===== config.mk =====
export PLATFORM = sky130hd
export DESIGN_NAME = dualpath_xcvr
export DESIGN_NICKNAME = d
export VERILOG_FILES = /design/src/rtl/xcvr_pkg.sv /design/src/rtl/xcvr_store.sv /design/src/rtl/xcvr_drive.sv /design/src/rtl/dualpath_xcvr.sv
export SDC_FILE = /design/constraint.sdc
export NUM_CORES = 1
export LEC_CHECK = 0
export ABC_CLOCK_PERIOD_IN_PS = 1220
export BUFFER_PORTS_ARGS = -buffer_cell sky130_fd_sc_hd__buf_2
export CORE_AREA = 3 3 81 83
export CTS_CLUSTER_DIAMETER = 150
export DETAILED_ROUTE_END_ITERATION = 6
export DIE_AREA = 0 0 84 86
export PLACE_DENSITY = 0.76
export SYNTH_ARGS = -nofsm -noshare
export SYNTH_HDL_FRONTEND = slang
export SYNTH_HIERARCHICAL = 1
export SYNTH_SLANG_ARGS = --single-unit

===== constraint.sdc =====
create_clock -name clk -period 1.22 [get_ports clk]
set_input_delay 0 -clock clk [delete_from_list [all_inputs] [get_ports clk]]
set_output_delay 0 -clock clk [all_outputs]
set_load 0.01 [all_outputs]

===== src/rtl/xcvr_pkg.sv =====
package xcvr_pkg;
  typedef struct packed {
    logic oe_n;
    logic ce_n;
    logic le;
    logic stb;
  } path_ctl_t;
endpackage


===== src/rtl/xcvr_store.sv =====
module xcvr_store #(
  parameter int W = 18
) (
  input  logic                     clk,
  input  logic                     rst_n,
  input  xcvr_pkg::path_ctl_t      ctl,
  input  logic [W-1:0]             d,
  output logic [W-1:0]             q
);
  logic [W-1:0] stor;
  logic         stb_q;
  logic         stb_rise;

  assign stb_rise = ctl.stb && !stb_q;

  always_ff @(posedge clk) begin
    stb_q <= ctl.stb;
    if (!rst_n) begin
      stor <= '1;
    end else if (ctl.le) begin
      stor <= d;
    end else if (!ctl.ce_n && stb_rise) begin
      stor <= d;
    end
  end

  assign q = ctl.le ? d : stor;

  AST_CLOCKED_CAPTURE: assert property (@(posedge clk) disable iff (!rst_n)
    (!ctl.le && !ctl.ce_n && $rose(ctl.stb)) |=> (stor == $past(d)));
  AST_LATCH_HOLDS: assert property (@(posedge clk) disable iff (!rst_n)
    (!ctl.le && !$rose(ctl.stb)) |=> $stable(stor));
  AST_INHIBIT_HOLDS: assert property (@(posedge clk) disable iff (!rst_n)
    (!ctl.le && ctl.ce_n) |=> $stable(stor));
  AST_CLOSE_KEEPS: assert property (@(posedge clk) disable iff (!rst_n)
    ($fell(ctl.le) && $past(rst_n)) |-> (q == $past(d)));
endmodule


===== src/rtl/xcvr_drive.sv =====
module xcvr_drive #(
  parameter int W          = 18,
  parameter bit OPEN_DRAIN = 1'b0
) (
  input  logic         en,
  input  logic [W-1:0] val,
  output logic [W-1:0] drv_val,
  output logic [W-1:0] drv_en
);
  generate
    if (OPEN_DRAIN) begin : g_od
      assign drv_val = '0;
      assign drv_en  = en ? ~val : '0;
    end else begin : g_ts
      assign drv_val = val;
      assign drv_en  = {W{en}};
    end
  endgenerate
endmodule


===== src/rtl/dualpath_xcvr.sv =====
module dualpath_xcvr #(
  parameter int W = 18
) (
  input  logic         clk,
  input  logic         rst_n,
  input  logic [W-1:0] a_in,
  output logic [W-1:0] a_out,
  output logic [W-1:0] a_oe,
  input  logic [W-1:0] b_in,
  output logic [W-1:0] b_out,
  output logic [W-1:0] b_oe,
  input  logic         ab_oe_n,
  input  logic         ab_ce_n,
  input  logic         ab_le,
  input  logic         ab_stb,
  input  logic         ba_oe_n,
  input  logic         ba_ce_n,
  input  logic         ba_le,
  input  logic         ba_stb
);
  import xcvr_pkg::*;

  path_ctl_t    ctl_ab, ctl_ba;
  logic [W-1:0] q_ab, q_ba;
  logic         en_ab, en_ba;

  assign ctl_ab = '{oe_n: ab_oe_n, ce_n: ab_ce_n, le: ab_le, stb: ab_stb};
  assign ctl_ba = '{oe_n: ba_oe_n, ce_n: ba_ce_n, le: ba_le, stb: ba_stb};
  assign en_ab  = rst_n && !ctl_ab.oe_n;
  assign en_ba  = rst_n && !ctl_ba.oe_n;

  xcvr_store #(.W(W)) u_st_ab (.clk(clk), .rst_n(rst_n), .ctl(ctl_ab), .d(a_in), .q(q_ab));
  xcvr_store #(.W(W)) u_st_ba (.clk(clk), .rst_n(rst_n), .ctl(ctl_ba), .d(b_in), .q(q_ba));

  xcvr_drive #(.W(W), .OPEN_DRAIN(1'b1)) u_dr_b (
    .en(en_ab), .val(q_ab), .drv_val(b_out), .drv_en(b_oe));
  xcvr_drive #(.W(W), .OPEN_DRAIN(1'b0)) u_dr_a (
    .en(en_ba), .val(q_ba), .drv_val(a_out), .drv_en(a_oe));

  AST_B_RELEASED_OFF: assert property (@(posedge clk) disable iff (!rst_n)
    ab_oe_n |-> (b_oe == '0));
  AST_A_RELEASED_OFF: assert property (@(posedge clk) disable iff (!rst_n)
    ba_oe_n |-> (a_oe == '0));
  AST_B_PASS_PULL: assert property (@(posedge clk) disable iff (!rst_n)
    (!ab_oe_n && ab_le) |-> (b_oe == ~a_in && b_out == '0));
  AST_A_PASS_DRIVE: assert property (@(posedge clk) disable iff (!rst_n)
    (!ba_oe_n && ba_le) |-> (a_oe == '1 && a_out == b_in));
endmodule


==> results.md <==
- Global-route wire length before repair: 8830 um
- Clock latency on the worst-skew pair: 0.28 ns
- Clock power share: 0.262
- Arrival time worst endpoint: 1.39 ns
- Yosys cell types: 18
- Final instance area: 3170 um^2
- Overall global routing resource usage: 0.148
- Critical R2R Launch: u_st_ba/stb_q
- Most Used Layer, Global Route: met2
- Hold path cells: 3
- Setup crit end kind: flop
- Pleak: 0.00168 uW
- DR pass1 iterations: 4
- Met2 Use GR: 0.274
- Post-synth design cell area: 2540 um^2
- Reg2reg setup slack: 0.10 ns
- TritonCTS clock tree: yes
- RSZ-0062 raised after global routing: true
- CTS Buf Count: 5
- YS warnings: 6
- Final Hold Viols: 0
- Via count: 2231
- Detailed-route wire length per cell: 11.4 um
- Sequential power share: 0.460
- Max-slew violation count: 0
- Antenna violations before repair: 0
- Gp weighted congestion: 0.733
- Capturing point of the worst reg2reg path: u_st_ba/stor[15]
- Die X: 84 um
- Via/cell ratio: 4.62
- Ports: 118
- Nets: 454
- Register area share after synthesis: 0.300
- Setup Skew: 0.00130 ns
- Cell Rows: 28
- Number of DRC markers in iteration 0: 60
- Top achievable clock speed: 840 MHz
- Largest net degree at the start of global routing: 48
- PD cells: 934 nW/um^2
- Layout fillers: 548
- H-tree Lvls: 2
- Final antenna diode count: 0
- Setup TNS: 0 ns
- Gate Count Post-Synth: 320
- Sink Count: 38
- Total gr overflow: 0
- Startpoint types: input pin
- # port buffers: 99
- Switch share: 0.286
- Peak supply drop: 579 uV
- Status: completed
- Pre-CTS setup slack: 0.101 ns
- Layout cells sized above 1: 0.333
- Placed cell area: 2740 um^2
- DRT antenna net count: 0
- WL final: 5510 um
- CP max FO: 17
- Total power: 2960 uW
- Multi-input gate area: 1140 um^2
- HP Class: input pin to flop
- Final min period: 1.19 ns
- DR DRC count: 0
- Starting Density: 0.429
- Die area: 7220 um^2
- HP Start: b_in[5]
- Fin worst setup slack: 0.0295 ns
- Hold Path End: u_st_ba/stor[5]
- Worst-path clk slew: 0.07 ns
- Area growth syn-to-layout: 24.8%
- Reg2reg path depth: 4
- Clock buffer depth: 2
- Register area: 761 um^2
- Worst Path Required: 1.42 ns
- Core area: 5920 um^2
- Die span in y: 86 um
- Syn_area_per_cell: 7.93 um^2
- Met3 Usage GRT: 0.0365
- Tcrit/Tclk final: 0.976
- WS Path Type: input pin to flop
- Post-synthesis register bit count: 38
- Max-cap viol count: 0
- Sw Pwr: 844 uW
- Root buffer cell: clkbuf_8
- Final setup vio count: 0
- Met1 Resource Use GR: 0.167
- Pint: 2110 uW
- Hpwl dp: 3630 um
- Vias in the first global route: 1999
- Logic pwr share: 0.278
- Post-Route Utilization: 0.535
## flip-flops by register name, indices dropped and copies added, names as in the netlist
name and count:
u_st_ab/stb_q 1, u_st_ba/stor 18, u_st_ba/stb_q 1, u_st_ab/stor 18
## synthesized netlist by cell type
cell | instances | area (um^2)
o21ai_0 | 72 | 360
buf_4 | 54 | 405
dfxtp_1 | 38 | 761
inv_1 | 36 | 135
nand2_1 | 36 | 135
o211ai_2 | 20 | 250
o211ai_1 | 16 | 120
clkbuf_1 | 14 | 52.6
and2b_1 | 10 | 75.1
nor2b_1 | 8 | 50.1
buf_6 | 3 | 33.8
buf_12 | 2 | 40.0
clkbuf_2 | 2 | 10.0
clkbuf_8 | 2 | 27.5
nor2b_4 | 2 | 27.5
nor3b_4 | 2 | 37.5
or2_1 | 2 | 12.5
conb_1 | 1 | 3.75
## routing by layer
| layer | wire [um] | up-vias |
|---|---|---|
| met4 | 14 | 0 |
| met1 | 2210 | 990 |
| met3 | 398 | 2 |
| met5 | 0 | - |
| met2 | 2890 | 83 |
| li1 | - | 1156 |
## stage by stage
step / hold WS (ns) / instances
6_report: 0.0106 / 483
5_1_grt: 0.0209 / 483
4_1_cts: 0.00152 / 482
3_5_place_dp: 0.120 / 441
3_3_place_gp: 0.121 / 441
2_1_floorplan: 0.0277 / 337
## timing repair
| item | in CTS | in global routing |
|---|---|---|
| endpoints found under the setup margin | 0 | 15 |
| hold buffers | 34 | 1 |
| buffers inserted | 0 | 0 |
| endpoints found under the hold margin | 34 | 1 |
| resized for setup | 0 | 5 |
## cell families (layout without fill, tap and decap cells)
group           count (synthesis)  count (layout)  synth area share
flops                          38              38             0.300
compound gates                108             108             0.288
other cells                     1              18           0.00148
simple gates                   60              60             0.133
buf+inv                       113             184             0.278
## worst max-delay path, cell delays in order
cell and delay [ns]:
dlygate4sd3_1 0.54, buf_2 0.13, nor3b_4 0.14, or2_1 0.26, buf_12 0.17, o211ai_1 0.15
## cell usage in the layout (no fill, tap or decap)
master,count
clkbuf_8,5
clkbuf_1,2
or2_4,1
or2_1,1
conb_1,18
nor2b_1,8
nand2_1,36
o211ai_2,20
dfxtp_1,38
buf_2,99
and2b_1,10
o211ai_1,16
dlygate4sd3_1,35
o21ai_1,4
nor3b_4,2
inv_1,36
buf_12,5
nor2b_4,2
o21ai_0,68
buf_4,2
## area by class of cell
cell class                 instances  share of cell area
tap                               75              0.0296
timing repair buffer             141               0.304
multi-input combinational        186               0.360
clock buffer                       7              0.0241
inverter                          36              0.0427
sequential                        38               0.240
## worst max path at each step
stage | cells after the start | endpoint | slack [ns] | start
after floorplan | 5 | u_st_ab/stor[10] | 0.02 | u_st_ab/stb_q
after global placement | 4 | u_st_ab/stor[0] | 0.13 | u_st_ab/stb_q
after detailed placement | 4 | u_st_ba/stor[0] | 0.10 | u_st_ba/stb_q
after CTS | 6 | u_st_ba/stor[13] | 0.04 | ba_stb
after global routing | 6 | u_st_ba/stor[10] | -0.03 | ba_stb
final | 6 | u_st_ba/stor[15] | 0.03 | ba_stb
## power groups by stage
| stage | Sequential (uW) | Combinational, uW | Clock (uW) |
|---|---|---|---|
| floorplan | 1380 | 634 | 0 |
| global placement | 1380 | 712 | 0 |
| detailed placement | 1390 | 726 | 0 |
| CTS | 1360 | 810 | 823 |
| global route | 1370 | 915 | 860 |
| finish | 1360 | 823 | 774 |
No activity file was read; power rests on OpenSTA's default activity.
